File: config.mk
export PLATFORM = sky130hd
export DESIGN_NAME = spi_snoop
export DESIGN_NICKNAME = d
export VERILOG_FILES = /design/src/rtl/spi_snoop_pkg.sv /design/src/rtl/spi_snoop_sync.sv /design/src/rtl/spi_snoop_frame.sv /design/src/rtl/spi_snoop_lane.sv /design/src/rtl/spi_snoop.sv
export SDC_FILE = /design/constraint.sdc
export NUM_CORES = 1
export LEC_CHECK = 0
export ABC_AREA = 1
export BUFFER_PORTS_ARGS = -buffer_cell sky130_fd_sc_hd__buf_2
export CAP_MARGIN = 20
export CORE_MARGIN = 2
export CORE_UTILIZATION = 30
export CTS_CLUSTER_SIZE = 20
export DETAILED_ROUTE_END_ITERATION = 8
export PLACE_DENSITY = 0.49
export SLEW_MARGIN = 20
export SYNTH_ARGS = -nofsm -noshare
export SYNTH_HDL_FRONTEND = slang
export SYNTH_SLANG_ARGS = --single-unit
File: constraint.sdc
create_clock -name clk -period 1.69 [get_ports clk]
set_input_delay 0.338 -clock clk [delete_from_list [all_inputs] [get_ports clk]]
set_output_delay 0.338 -clock clk [all_outputs]
set_load 0.02 [all_outputs]
File: src/rtl/spi_snoop_pkg.sv
package spi_snoop_pkg;

    localparam int unsigned SNOOP_LANES = 2;

    typedef enum logic {
        LANE_PICO = 1'b0,
        LANE_POCI = 1'b1
    } snoop_lane_e;

    function automatic logic sample_on_rise(input int unsigned mode);
        return ((mode >> 1) & 1) == (mode & 1);
    endfunction

endpackage

File: src/rtl/spi_snoop_sync.sv
module spi_snoop_sync #(
    parameter int unsigned WIDTH = 4,
    parameter int unsigned STAGES = 2,
    parameter logic [WIDTH-1:0] RESET_VAL = '0
) (
    input  logic             clk,
    input  logic             rst_n,
    input  logic [WIDTH-1:0] async_i,
    output logic [WIDTH-1:0] sync_o
);

    logic [STAGES-1:0][WIDTH-1:0] stage_q;
    logic [STAGES-1:0][WIDTH-1:0] stage_d;

    always_comb begin
        stage_d[0] = async_i;
        for (int s = 1; s < STAGES; s++) begin
            stage_d[s] = stage_q[s-1];
        end
    end

    always_ff @(posedge clk or negedge rst_n) begin
        if (!rst_n) begin
            stage_q <= {STAGES{RESET_VAL}};
        end else begin
            stage_q <= stage_d;
        end
    end

    assign sync_o = stage_q[STAGES-1];

endmodule

File: src/rtl/spi_snoop_frame.sv
module spi_snoop_frame #(
    parameter int unsigned SPI_MODE = 0
) (
    input  logic clk,
    input  logic rst_n,
    input  logic sck_s,
    input  logic nss_s,
    input  logic len16_i,
    output logic sample_stb,
    output logic start_stb,
    output logic end_stb,
    output logic len16_q,
    output logic frame_start_o,
    output logic frame_end_o
);

    localparam logic IDLE_SCK = logic'((SPI_MODE >> 1) & 1);
    localparam logic RISE_EDGE = spi_snoop_pkg::sample_on_rise(SPI_MODE);

    typedef struct packed {
        logic sck_prev;
        logic nss_prev;
        logic len16;
        logic fs;
        logic fe;
    } frame_state_t;

    frame_state_t state_d, state_q;
    logic sck_rise, sck_fall;

    always_comb begin
        state_d    = state_q;
        sck_rise   = sck_s & ~state_q.sck_prev;
        sck_fall   = ~sck_s & state_q.sck_prev;
        start_stb  = state_q.nss_prev & ~nss_s;
        end_stb    = ~state_q.nss_prev & nss_s;
        sample_stb = ~nss_s & (RISE_EDGE ? sck_rise : sck_fall);

        state_d.sck_prev = sck_s;
        state_d.nss_prev = nss_s;
        state_d.fs       = start_stb;
        state_d.fe       = end_stb;
        if (start_stb) begin
            state_d.len16 = len16_i;
        end
    end

    always_ff @(posedge clk or negedge rst_n) begin
        if (!rst_n) begin
            state_q <= '{sck_prev: IDLE_SCK, nss_prev: 1'b1, len16: 1'b0, fs: 1'b0, fe: 1'b0};
        end else begin
            state_q <= state_d;
        end
    end

    assign len16_q       = state_q.len16;
    assign frame_start_o = state_q.fs;
    assign frame_end_o   = state_q.fe;

endmodule

File: src/rtl/spi_snoop_lane.sv
module spi_snoop_lane #(
    parameter int unsigned SHORT_W = 8,
    parameter int unsigned LONG_W  = 16
) (
    input  logic              clk,
    input  logic              rst_n,
    input  logic              bit_s,
    input  logic              sample_stb,
    input  logic              start_stb,
    input  logic              end_stb,
    input  logic              len16,
    output logic              valid_o,
    output logic [LONG_W-1:0] data_o,
    output logic              err_o
);

    localparam int unsigned CNT_W = $clog2(LONG_W + 1);
    localparam logic [CNT_W-1:0] LAST_SHORT = CNT_W'(SHORT_W - 1);
    localparam logic [CNT_W-1:0] LAST_LONG  = CNT_W'(LONG_W - 1);

    typedef struct packed {
        logic [LONG_W-1:0] shreg;
        logic [CNT_W-1:0]  cnt;
        logic              valid;
        logic [LONG_W-1:0] data;
        logic              err;
    } lane_state_t;

    lane_state_t state_d, state_q;
    logic [LONG_W-1:0] shifted;
    logic [CNT_W-1:0]  last_idx;

    always_comb begin
        state_d       = state_q;
        state_d.valid = 1'b0;
        state_d.err   = 1'b0;
        shifted       = {state_q.shreg[LONG_W-2:0], bit_s};
        last_idx      = len16 ? LAST_LONG : LAST_SHORT;

        if (start_stb) begin
            state_d.cnt   = '0;
            state_d.shreg = '0;
        end else if (end_stb) begin
            state_d.err   = (state_q.cnt != '0);
            state_d.cnt   = '0;
            state_d.shreg = '0;
        end else if (sample_stb) begin
            if (state_q.cnt == last_idx) begin
                state_d.valid = 1'b1;
                state_d.data  = shifted;
                state_d.cnt   = '0;
                state_d.shreg = '0;
            end else begin
                state_d.shreg = shifted;
                state_d.cnt   = state_q.cnt + 1'b1;
            end
        end
    end

    always_ff @(posedge clk or negedge rst_n) begin
        if (!rst_n) begin
            state_q <= '0;
        end else begin
            state_q <= state_d;
        end
    end

    assign valid_o = state_q.valid;
    assign data_o  = state_q.data;
    assign err_o   = state_q.err;

endmodule

File: src/rtl/spi_snoop.sv
module spi_snoop #(
    parameter int unsigned SPI_MODE    = 0,
    parameter int unsigned SYNC_STAGES = 2,
    parameter int unsigned SHORT_W     = 8,
    parameter int unsigned LONG_W      = 16
) (
    input  logic                                              clk,
    input  logic                                              rst_n,
    input  logic                                              len16_i,
    input  logic                                              sck_i,
    input  logic                                              nss_i,
    input  logic                                              mosi_i,
    input  logic                                              miso_i,
    output logic [spi_snoop_pkg::SNOOP_LANES-1:0]             valid_o,
    output logic [spi_snoop_pkg::SNOOP_LANES-1:0][LONG_W-1:0] data_o,
    output logic [spi_snoop_pkg::SNOOP_LANES-1:0]             err_o,
    output logic                                              frame_start_o,
    output logic                                              frame_end_o
);

    import spi_snoop_pkg::*;

    localparam logic IDLE_SCK = logic'((SPI_MODE >> 1) & 1);
    localparam int unsigned SYNC_W = 2 + SNOOP_LANES;

    logic [SYNC_W-1:0] raw_in, sync_out;
    logic sck_s, nss_s;
    logic [SNOOP_LANES-1:0] lane_bit;
    logic sample_stb, start_stb, end_stb, len16_q;

    assign raw_in = {miso_i, mosi_i, nss_i, sck_i};

    spi_snoop_sync #(
        .WIDTH    (SYNC_W),
        .STAGES   (SYNC_STAGES),
        .RESET_VAL({{SNOOP_LANES{1'b0}}, 1'b1, IDLE_SCK})
    ) u_sync (
        .clk    (clk),
        .rst_n  (rst_n),
        .async_i(raw_in),
        .sync_o (sync_out)
    );

    assign sck_s    = sync_out[0];
    assign nss_s    = sync_out[1];
    assign lane_bit = sync_out[SYNC_W-1:2];

    spi_snoop_frame #(
        .SPI_MODE(SPI_MODE)
    ) u_frame (
        .clk          (clk),
        .rst_n        (rst_n),
        .sck_s        (sck_s),
        .nss_s        (nss_s),
        .len16_i      (len16_i),
        .sample_stb   (sample_stb),
        .start_stb    (start_stb),
        .end_stb      (end_stb),
        .len16_q      (len16_q),
        .frame_start_o(frame_start_o),
        .frame_end_o  (frame_end_o)
    );

    for (genvar g = 0; g < SNOOP_LANES; g++) begin : g_lane
        spi_snoop_lane #(
            .SHORT_W(SHORT_W),
            .LONG_W (LONG_W)
        ) u_lane (
            .clk       (clk),
            .rst_n     (rst_n),
            .bit_s     (lane_bit[g]),
            .sample_stb(sample_stb),
            .start_stb (start_stb),
            .end_stb   (end_stb),
            .len16     (len16_q),
            .valid_o   (valid_o[g]),
            .data_o    (data_o[g]),
            .err_o     (err_o[g])
        );
    end

endmodule

==> results of run 1 <==
-- kinds of logic (layout without fill, tap and decap cells) --
kind of cell | count (synthesis) | count (layout) | share of synthesized area [%]
fa+ha+maj | 6 | 6 | 1.93
compound gates | 73 | 73 | 14.6
simple gates | 91 | 92 | 11.2
buf+inv | 98 | 129 | 14.5
xor+xnor | 1 | 1 | 0.226
flops | 89 | 89 | 57.5
-- worst paths after layout --
check                                               end  depth (start not counted)  slack, ns
setup / recovery           g_lane[0].u_lane.state_q[21]                          7       0.03
hold / removal                        u_sync.stage_d[5]                          1        0.1
setup reg to reg           g_lane[0].u_lane.state_q[21]                          7       0.03
hold reg to reg                        u_sync.sync_o[3]                          0       0.35
max in group asynchronous             u_sync.stage_d[5]                          3       0.70
min in group asynchronous  g_lane[1].u_lane.shifted[14]                          2       0.42
-- routing by layer --
layer | wire (um) | share of wire [%] | GRT usage [%] | vias up
met1 | 3460 | 49 | 13.9 | 1162
met2 | 3270 | 46 | 16.8 | 37
met5 | 0 | 0 | 0 | -
met3 | 275 | 3.9 | 4.46 | 8
li1 | - | - | - | 1166
met4 | 86 | 1.2 | 3.61 | 0
-- Yosys cell counts, types with 3 or more instances --
| cell type | instances | area [sq um] |
|---|---|---|
| dfrtp_1 | 86 | 2150 |
| o21ai_2 | 10 | 87.6 |
| nand2_4 | 3 | 33.8 |
| buf_4 | 37 | 278 |
| inv_2 | 4 | 15.0 |
| o22ai_1 | 8 | 50.1 |
| nor2_1 | 9 | 33.8 |
| nand2_2 | 4 | 25.0 |
| ha_1 | 6 | 75.1 |
| buf_6 | 7 | 78.8 |
| nand3_1 | 8 | 40.0 |
| o22ai_2 | 20 | 250 |
| o21ai_0 | 7 | 35.0 |
| nand2_1 | 61 | 229 |
| dfstp_2 | 3 | 78.8 |
| a21oi_1 | 6 | 30.0 |
| o21ai_1 | 20 | 100 |
| inv_1 | 46 | 173 |
| buf_2 | 4 | 20.0 |
-- power breakdown --
part / switching (mW) / total (mW) / internal (mW)
sequential: 0.0293 / 2.20 / 2.17
combinational: 0.181 / 0.274 / 0.0927
clock: 0.774 / 1.74 / 0.971
-- sequential cells by signal, indices dropped and copies added, names as in the netlist --
register               count
g_lane.u_lane.data_o      32
g_lane.u_lane.shifted     30
g_lane.u_lane.state_q     10
u_sync.stage_d             4
u_sync.sync_o              4
g_lane.u_lane.err_o        2
g_lane.u_lane.valid_o      2
u_frame.state_q            2
u_frame.frame_end_o        1
u_frame.frame_start_o      1
u_frame.len16_q            1
-- timing repair --
item	4_1_cts	5_1_grt
hold buffers	1	0
endpoints found under the setup margin	13	69
gates cloned	0	2
gates resized for setup	1	21
endpoints found under the hold margin	16	0
pin swaps	0	12
setup buffers	0	8
-- worst reg2reg max path: cells and delay by family (launching register included) --
family                     cells  cell delay [ns]
buffers and inverters          2             0.20
AOI/OAI and AO/OA              1             0.08
adders and majority gates      1             0.15
and+or+nand+nor                3             0.59
DFF                            1             0.57
-- layout make-up --
type	instances	area, sq um
fill	1316	8100
sequential	89	2230
multi-input combinational	172	1180
timing repair buffer	65	449
clock buffer	10	229
tap	172	215
inverter	50	190
clock inverter	4	22.5
==> results.rst, run 1 <==
.. list-table::
   :header-rows: 1

   * - Metric
     - Value
   * - Status
     - complete, no violations
   * - HPWL after detailed placement
     - 4490 um
   * - Via-per-instance ratio
     - 4.22
   * - Commonest cells after routing, fill and taps aside
     - dfrtp_1, nand2_1, inv_1
   * - Worst clock skew
     - 0.00407 ns
   * - Area after detailed placement
     - 0.00406 sq mm
   * - Peak supply drop
     - 0.485 mV
   * - Clock network latency to the later pin of the worst-skew pair
     - 0.34 ns
   * - CP max-delay cell
     - dfstp_2
   * - Sequential share of the synthesized area
     - 57.5%
   * - Residual antenna-violating net count after detailed routing
     - 0
   * - Share of the clock period used by the worst path
     - 97.9%
   * - Max Freq
     - 0.604 GHz
   * - Max H-tree Level
     - 3
   * - Largest incremental delay on the critical path
     - 0.57 ns
   * - Final hold violations
     - 0
   * - Post-synthesis cell type count
     - 28
   * - Normalized max-slew margin
     - 81.8%
   * - Worst hold-check path type
     - in -> reg
   * - Pre-antenna DRT Iters
     - 4
   * - FF+latch count, synth
     - 89
   * - Start point of the critical path
     - u_sync.sync_o[1]
   * - Clock period minus final worst setup slack
     - 1.66 ns
   * - Synthesis-to-layout area growth
     - 16.4%
   * - Total wirelength of the detailed-routed design
     - 7100 um
   * - Static power due to leakage
     - 2.11 nW
   * - Data arrival time of the critical path
     - 1.92 ns
   * - Post-synthesis net count
     - 371
   * - Overall power after layout
     - 4.22 mW
   * - Largest fanout on the critical path
     - 6
   * - Primary FF master, synth
     - dfrtp_1
   * - Tot GR Track Use
     - 10.9%
   * - TritonCTS clock tree
     - built
   * - Pre-CTS WS
     - -0.0212 ns
   * - Initial drt markers
     - 122
   * - Cells after Synth
     - 358
   * - Clock buffer depth
     - 2
   * - Utilization after layout
     - 35.8%
   * - Number of cell rows
     - 41
   * - Setup-failing EPs final
     - 0
   * - Quantity of I/O buffers inserted on ports
     - 44
   * - Overall die height
     - 118 um
   * - Hold path start
     - nss_i
   * - Worst setup margin
     - 0.0348 ns
   * - Crit-path leading delay family
     - simple AND/OR/NAND/NOR gates
   * - Total buffers and inverters traversed by the critical path
     - 2
   * - Number of cells after detailed placement
     - 537
   * - Yosys warning total
     - 0
   * - Crit end category
     - register
   * - Unrepaired setup endpoints after global routing
     - true
   * - Average routed wire per standard cell
     - 12.6 um
   * - Share of flip-flops with an asynchronous set or reset
     - 100%
   * - Global-route wire length before repair
     - 11900 um
   * - Startpoint Class
     - register
   * - Starting Density
     - 30.7%
   * - Most frequent standard cell in the layout excluding fill and tap cells
     - dfrtp_1
   * - Tightest Pin Transition
     - 0.273 ns
   * - DIE WIDTH
     - 118 um
   * - Initial antenna violation count
     - 0
   * - Cell area after synthesis
     - 0.00388 sq mm
   * - Ordered cell list for the critical path
     - inv_4 -> ha_4 -> or2_4 -> nor2_8 -> buf_6 -> a21oi_1 -> nor2_1
   * - Post-route setup TNS
     - 0 ns
   * - Count of pins over their slew limit
     - 0
   * - Clock Tree Root
     - clkbuf_16
   * - Synthesized area per cell
     - 10.8 sq um
   * - EDFF count, synth
     - 0
   * - Clock-pin transition on the worst setup and hold timing paths
     - 0.06 ns
   * - Crit path kind
     - reg -> reg
   * - Die ar.
     - 0.0139 sq mm
   * - Post-route DRC violation count
     - 0
   * - Reg-to-reg critical path startpoint
     - u_sync.sync_o[1]
   * - Design area
     - 0.00452 sq mm
   * - Number of standard cells in the layout, taps in and fillers out
     - 562
   * - Final hold slack
     - 0.0967 ns
   * - Inserted Clock Buffers
     - 9
   * - Total power divided by cell area
     - 934 mW/mm^2
   * - Maximum number of pins on one net before global-route repair
     - 46
   * - Critical Path RT
     - 1.96 ns
   * - # diodes
     - 0
   * - Remaining global-route overflow
     - 0
   * - Count of clock tree sinks
     - 89
   * - Ports
     - 45
   * - Final #Nets
     - 400
   * - Via Count
     - 2373
   * - Vias in the first global route
     - 2429
   * - Proportion of layout cells with a drive suffix above 1
     - 34.9%
   * - Final Wtd Congestion
     - 0.740
   * - Max-cap violations
     - 0
   * - Core footprint
     - 0.0126 sq mm
No activity file was read; power rests on OpenSTA's default activity.
==> run 2, diff against run 1 <==
- REMOVE_ABC_BUFFERS: default -> 1
==> run 2 against run 1 <==
Against the previous run:
- die area unchanged
- count of clock-buffer cells in the layout is 2 higher
- critical path depth unchanged
- core utilization up 0.37 points
- power is 6.2% higher
- largest power group unchanged
- global-route usage decreased by 0.36 points
==> results.rst, run 2 (same netlist as run 1, synthesis figures left out) <==
.. list-table::
   :header-rows: 1

   * - Metric
     - Value
   * - Status
     - complete, no violations
   * - Tightest Pin Transition
     - 0.454 ns
   * - Share of the clock period used by the worst path
     - 99.6%
   * - Average routed wire per standard cell
     - 12.4 um
   * - Core footprint
     - 0.0126 sq mm
   * - Total net switching power
     - 0.987 mW
   * - Worst hold-check path type
     - in -> reg
   * - Setup-failing EPs final
     - 0
   * - Final Wtd Congestion
     - 0.788
   * - Via-per-instance ratio
     - 4.13
   * - Largest fanout on the critical path
     - 6
   * - Design area
     - 0.00456 sq mm
   * - Normalized max-slew margin
     - 69.8%
   * - Proportion of layout cells with a drive suffix above 1
     - 34.8%
   * - Total power divided by cell area
     - 982 mW/mm^2
   * - Max H-tree Level
     - 3
   * - Remaining global-route overflow
     - 0
   * - Worst clock skew
     - 0.00839 ns
   * - Overall power after layout
     - 4.48 mW
   * - Cells on worst reg2reg path
     - 7
   * - Via Count
     - 2335
   * - Clock period minus final worst setup slack
     - 1.68 ns
   * - Critical Path RT
     - 1.95 ns
   * - Count of pins over their slew limit
     - 0
   * - Commonest cells after routing, fill and taps aside
     - dfrtp_1, nand2_1, inv_1
   * - Cell-internal power
     - 3.49 mW
   * - TritonCTS clock tree
     - built
   * - Number of cells after detailed placement
     - 539
   * - Startpoint Class
     - register
   * - Inserted Clock Buffers
     - 9
   * - Static power due to leakage
     - 2.13 nW
   * - Quantity of I/O buffers inserted on ports
     - 44
   * - Switching Fraction
     - 22.0%
   * - Total wirelength of the detailed-routed design
     - 7000 um
   * - Setup slack, reg-to-reg
     - 0.008 ns
   * - Clock-pin transition on the worst setup and hold timing paths
     - 0.06 ns
   * - Count of clock tree sinks
     - 89
   * - Vias in the first global route
     - 2317
   * - Synthesis-to-layout area growth
     - 17.6%
   * - Tot GR Track Use
     - 10.5%
   * - Global-route wire length before repair
     - 11500 um
   * - Overall die height
     - 118 um
   * - Fraction of power consumed by sequential logic
     - 49.0%
   * - Worst reg2reg path endpoint
     - g_lane[0].u_lane.state_q[20]
   * - Max-cap violations
     - 0
   * - Residual antenna-violating net count after detailed routing
     - 0
   * - Initial drt markers
     - 196
   * - Number of standard cells in the layout, taps in and fillers out
     - 566
   * - Clock Tree Root
     - clkbuf_16
   * - Ports
     - 45
   * - DIE WIDTH
     - 118 um
   * - Max reg flops
     - 32
   * - Clock network latency to the later pin of the worst-skew pair
     - 0.34 ns
   * - Most frequent standard cell in the layout excluding fill and tap cells
     - dfrtp_1
   * - Hold path cells
     - 1
   * - Final #Nets
     - 402
   * - # diodes
     - 0
   * - Clock buffer depth
     - 2
   * - Max Freq
     - 0.594 GHz
   * - Crit end category
     - register
   * - Number of cell rows
     - 41
   * - Combinational Power Share
     - 6.1%
   * - Clock power frac
     - 44.8%
   * - Post-route DRC violation count
     - 0
   * - Crit path kind
     - reg -> reg
   * - Start point of the critical path
     - u_frame.state_q[3]
   * - Maximum number of pins on one net before global-route repair
     - 35
   * - Data arrival time of the critical path
     - 1.94 ns
   * - Area after detailed placement
     - 0.00406 sq mm
   * - Unrepaired setup endpoints after global routing
     - true
   * - Initial antenna violation count
     - 0
   * - Capture point of the critical path
     - g_lane[0].u_lane.state_q[20]
   * - Peak supply drop
     - 0.500 mV
   * - Pre-antenna DRT Iters
     - 4
   * - Starting Density
     - 30.7%
   * - Final hold violations
     - 0
   * - Reg-to-reg critical path startpoint
     - u_frame.state_q[3]
   * - HPWL after detailed placement
     - 4550 um
   * - Die ar.
     - 0.0139 sq mm
run 2: changes by cell type in the layout (fill, tap and decap cells not counted), moves of 2 or more:
cell,before,now
buf_4,14,18
clkbuf_8,0,2
a21oi_1,4,6
a21oi_2,2,0
clkinv_2,3,1
run 2: power groups by stage:
stage	sequential [mW]	clock (mW)	combinational, mW
after detailed placement	2.24	0	0.254
after global placement	2.24	0	0.253
after global routing	2.20	2.18	0.312
after floorplan	2.24	0	0.124
after CTS	2.20	2.08	0.263
final	2.20	2.01	0.276
run 2: repair_timing:
item | in CTS | in global routing
pin swaps | 2 | 6
resized for setup | 3 | 12
gates cloned | 0 | 1
endpoints found under the setup margin | 23 | 46
hold buffers | 1 | 0
endpoints found under the hold margin | 28 | 0
buffers inserted | 3 | 6
run 2: through the flow:
stage / hold WS [ns] / util [%] / setup slack [ns] / setup TNS [ns]
global placement: 0.325 / 32.2 / -0.0586 / -0.114
finish: 0.0995 / 36.2 / 0.00752 / 0
detailed placement: 0.323 / 32.2 / -0.0718 / -0.288
global route: 0.0780 / 36.2 / -0.0518 / -0.172
CTS: 0.0856 / 35.1 / 0.000755 / 0
floorplan: 0.0424 / - / -0.265 / -1.39
run 2: per-layer routing:
metal,wire length (um),vias up,GRT usage (%)
met2,3230,52,15.7
met5,0,-,0
met3,329,11,4.31
li1,-,1172,-
met4,105,0,3.61
met1,3330,1100,13.8
run 2: worst min path at each step:
| stage | start | end | slack, ns |
|---|---|---|---|
| 3_5_place_dp | rst_n | g_lane[1].u_lane.state_q[18] | 0.32 |
| 2_1_floorplan | rst_n | g_lane[0].u_lane.data_o[0] | 0.04 |
| 3_3_place_gp | rst_n | g_lane[1].u_lane.state_q[18] | 0.32 |
| 5_1_grt | nss_i | u_sync.stage_d[5] | 0.08 |
| 6_report | nss_i | u_sync.stage_d[5] | 0.1 |
| 4_1_cts | nss_i | u_sync.stage_d[5] | 0.09 |
run 2: critical path, stage by stage (launching register included):
cell	delay [ns]
dfstp_2	0.53
inv_1	0.06
ha_4	0.16
or2_4	0.27
nor2_8	0.23
buf_6	0.13
nand2_1	0.05
a21oi_1	0.17
run 2: layout make-up:
cell class	instances	area, sq um
fill	1307	8060
sequential	89	2230
multi-input combinational	171	1150
timing repair buffer	68	468
clock buffer	12	256
tap	172	215
inverter	50	188
clock inverter	4	51.3
==> run 3, diff against run 2 <==
- CORE_UTILIZATION: 30 -> 52
- PLACE_DENSITY: 0.49 -> 0.76
==> run 3 against run 2 <==
Against the previous run:
- clock skew rose by 0.0039 ns
- global-route usage grew 5.9 points
- combinational power hardly changed
- die area is 41% lower
- clock power is 24% lower
- sequential share of layout area is 2.1 points higher
- largest cell class unchanged
==> results.rst, run 3 (same netlist as run 1, synthesis figures left out) <==
.. list-table::
   :header-rows: 1

   * - Metric
     - Value
   * - Commonest cells after routing, fill and taps aside
     - dfrtp_1, nand2_1, inv_1
   * - Clock period minus final worst setup slack
     - 1.65 ns
   * - Max H-tree Level
     - 3
   * - Ports
     - 45
   * - Share of the clock period used by the worst path
     - 97.7%
   * - Number of fillers in the final layout
     - 592
   * - Clock network latency to the later pin of the worst-skew pair
     - 0.36 ns
   * - Synthesis-to-layout area growth
     - 12.8%
   * - Total power divided by cell area
     - 914 mW/mm^2
   * - CP max-delay cell
     - dfstp_2
   * - Via-per-instance ratio
     - 4.97
   * - HPWL after detailed placement
     - 4270 um
   * - Data arrival time of the critical path
     - 1.93 ns
   * - Total wirelength of the detailed-routed design
     - 6740 um
   * - Ordered cell list for the critical path
     - inv_2 -> ha_4 -> or2_4 -> nor2_8 -> buf_12 -> nand2_1 -> a21oi_2
   * - Quantity of I/O buffers inserted on ports
     - 44
   * - Status
     - complete, no violations
   * - Initial drt markers
     - 95
   * - Total buffers and inverters traversed by the critical path
     - 2
   * - Final Wtd Congestion
     - 0.718
   * - Max-cap violations
     - 0
   * - Normalized max-slew margin
     - 76.6%
   * - Peak supply drop
     - 0.516 mV
   * - Global-route wire length before repair
     - 10600 um
   * - Remaining global-route overflow
     - 0
   * - Most frequent standard cell in the layout excluding fill and tap cells
     - dfrtp_1
   * - TritonCTS clock tree
     - built
   * - DIE WIDTH
     - 90.4 um
   * - Static power due to leakage
     - 2.09 nW
   * - Tightest Pin Transition
     - 0.350 ns
   * - Vias in the first global route
     - 2306
   * - Largest fanout on the critical path
     - 6
   * - Maximum number of pins on one net before global-route repair
     - 32
   * - Setup-failing EPs final
     - 0
   * - Overall die height
     - 90.4 um
   * - Max Freq
     - 0.606 GHz
   * - Crit-path leading delay family
     - simple AND/OR/NAND/NOR gates
   * - Core footprint
     - 0.00725 sq mm
   * - Final hold violations
     - 0
   * - Clock buffer depth
     - 2
   * - Startpoint Class
     - register
   * - Worst clock skew
     - 0.0123 ns
   * - Worst hold-check path type
     - in -> reg
   * - Crit end category
     - register
   * - Critical Path RT
     - 1.97 ns
   * - Area after detailed placement
     - 0.00396 sq mm
   * - Proportion of layout cells with a drive suffix above 1
     - 34.3%
   * - Tot GR Track Use
     - 16.4%
   * - Average routed wire per standard cell
     - 13.8 um
   * - Die ar.
     - 0.00817 sq mm
   * - # diodes
     - 0
   * - Clock-pin transition on the worst setup and hold timing paths
     - 0.08 ns
   * - Post-route setup TNS
     - 0 ns
   * - Number of cell rows
     - 31
   * - Clock Tree Root
     - clkbuf_8
   * - Starting Density
     - 53.5%
   * - Inserted Clock Buffers
     - 9
   * - Crit path kind
     - reg -> reg
   * - Final #Nets
     - 399
   * - Largest incremental delay on the critical path
     - 0.55 ns
   * - Count of pins over their slew limit
     - 0
   * - Initial antenna violation count
     - 0
   * - Max reg flops
     - 32
   * - Overall power after layout
     - 4.00 mW
   * - Count of clock tree sinks
     - 89
   * - Footprint of the flip-flops and latches
     - 0.00223 sq mm
   * - Total area of multi-input combinational cells
     - 0.00117 sq mm
   * - Via Count
     - 2433
   * - Post-route DRC violation count
     - 0
   * - Pre-antenna DRT Iters
     - 4
   * - Utilization after layout
     - 60.3%
   * - Residual antenna-violating net count after detailed routing
     - 0
   * - Design area
     - 0.00438 sq mm
==> run 3: per-layer routing <==
layer | GRT usage, % | vias up | part of all wire, %
met5 | 0 | - | 0
li1 | - | 1162 | -
met2 | 26.1 | 53 | 48
met4 | 8.46 | 0 | 1.6
met3 | 3.76 | 7 | 4.0
met1 | 21.1 | 1211 | 47
==> run 3: area by class of cell <==
cell class | instances | area share (%)
sequential | 89 | 51.0
multi-input combinational | 172 | 26.7
timing repair buffer | 64 | 10.4
inverter | 50 | 4.29
clock buffer | 11 | 3.46
tap | 99 | 2.83
clock inverter | 5 | 1.37
==> run 3: path summary, 6_finish.rpt <==
check,from,endpoint,slack [ns],depth (start not counted)
worst max-delay path,u_sync.sync_o[1],g_lane[1].u_lane.state_q[20],0.04,7
worst min-delay path,nss_i,u_sync.stage_d[5],0.08,1
worst max register to register,u_sync.sync_o[1],g_lane[1].u_lane.state_q[20],0.04,7
worst min register to register,u_sync.stage_d[4],u_sync.sync_o[0],0.35,0
max in group asynchronous,rst_n,g_lane[1].u_lane.data_o[8],0.78,3
min in group asynchronous,rst_n,g_lane[1].u_lane.data_o[11],0.42,2
==> run 3: timing repair <==
item | 4_1_cts | 5_1_grt
setup endpoints to repair | 7 | 42
pin swaps | 2 | 6
gates resized for setup | 4 | 10
hold endpoints to repair | 18 | 0
buffers inserted | 2 | 6
hold buffers | 1 | 0
gates cloned | 0 | 2
==> run 3: where the power goes <==
| part | switching (mW) | internal (mW) |
|---|---|---|
| sequential | 0.0265 | 2.17 |
| combinational | 0.182 | 0.0952 |
| clock | 0.757 | 0.772 |
| total | 0.965 | 3.04 |
==> run 3: metrics by stage <==
stage                     worst slack, ns  std cells  hold slack, ns
after floorplan                    -0.265        310          0.0424
after global placement             0.0106        463           0.270
after CTS                         0.00669        482          0.0577
after global routing              -0.0206        490          0.0542
after detailed placement          -0.0506        463           0.273
final                              0.0389        490          0.0784
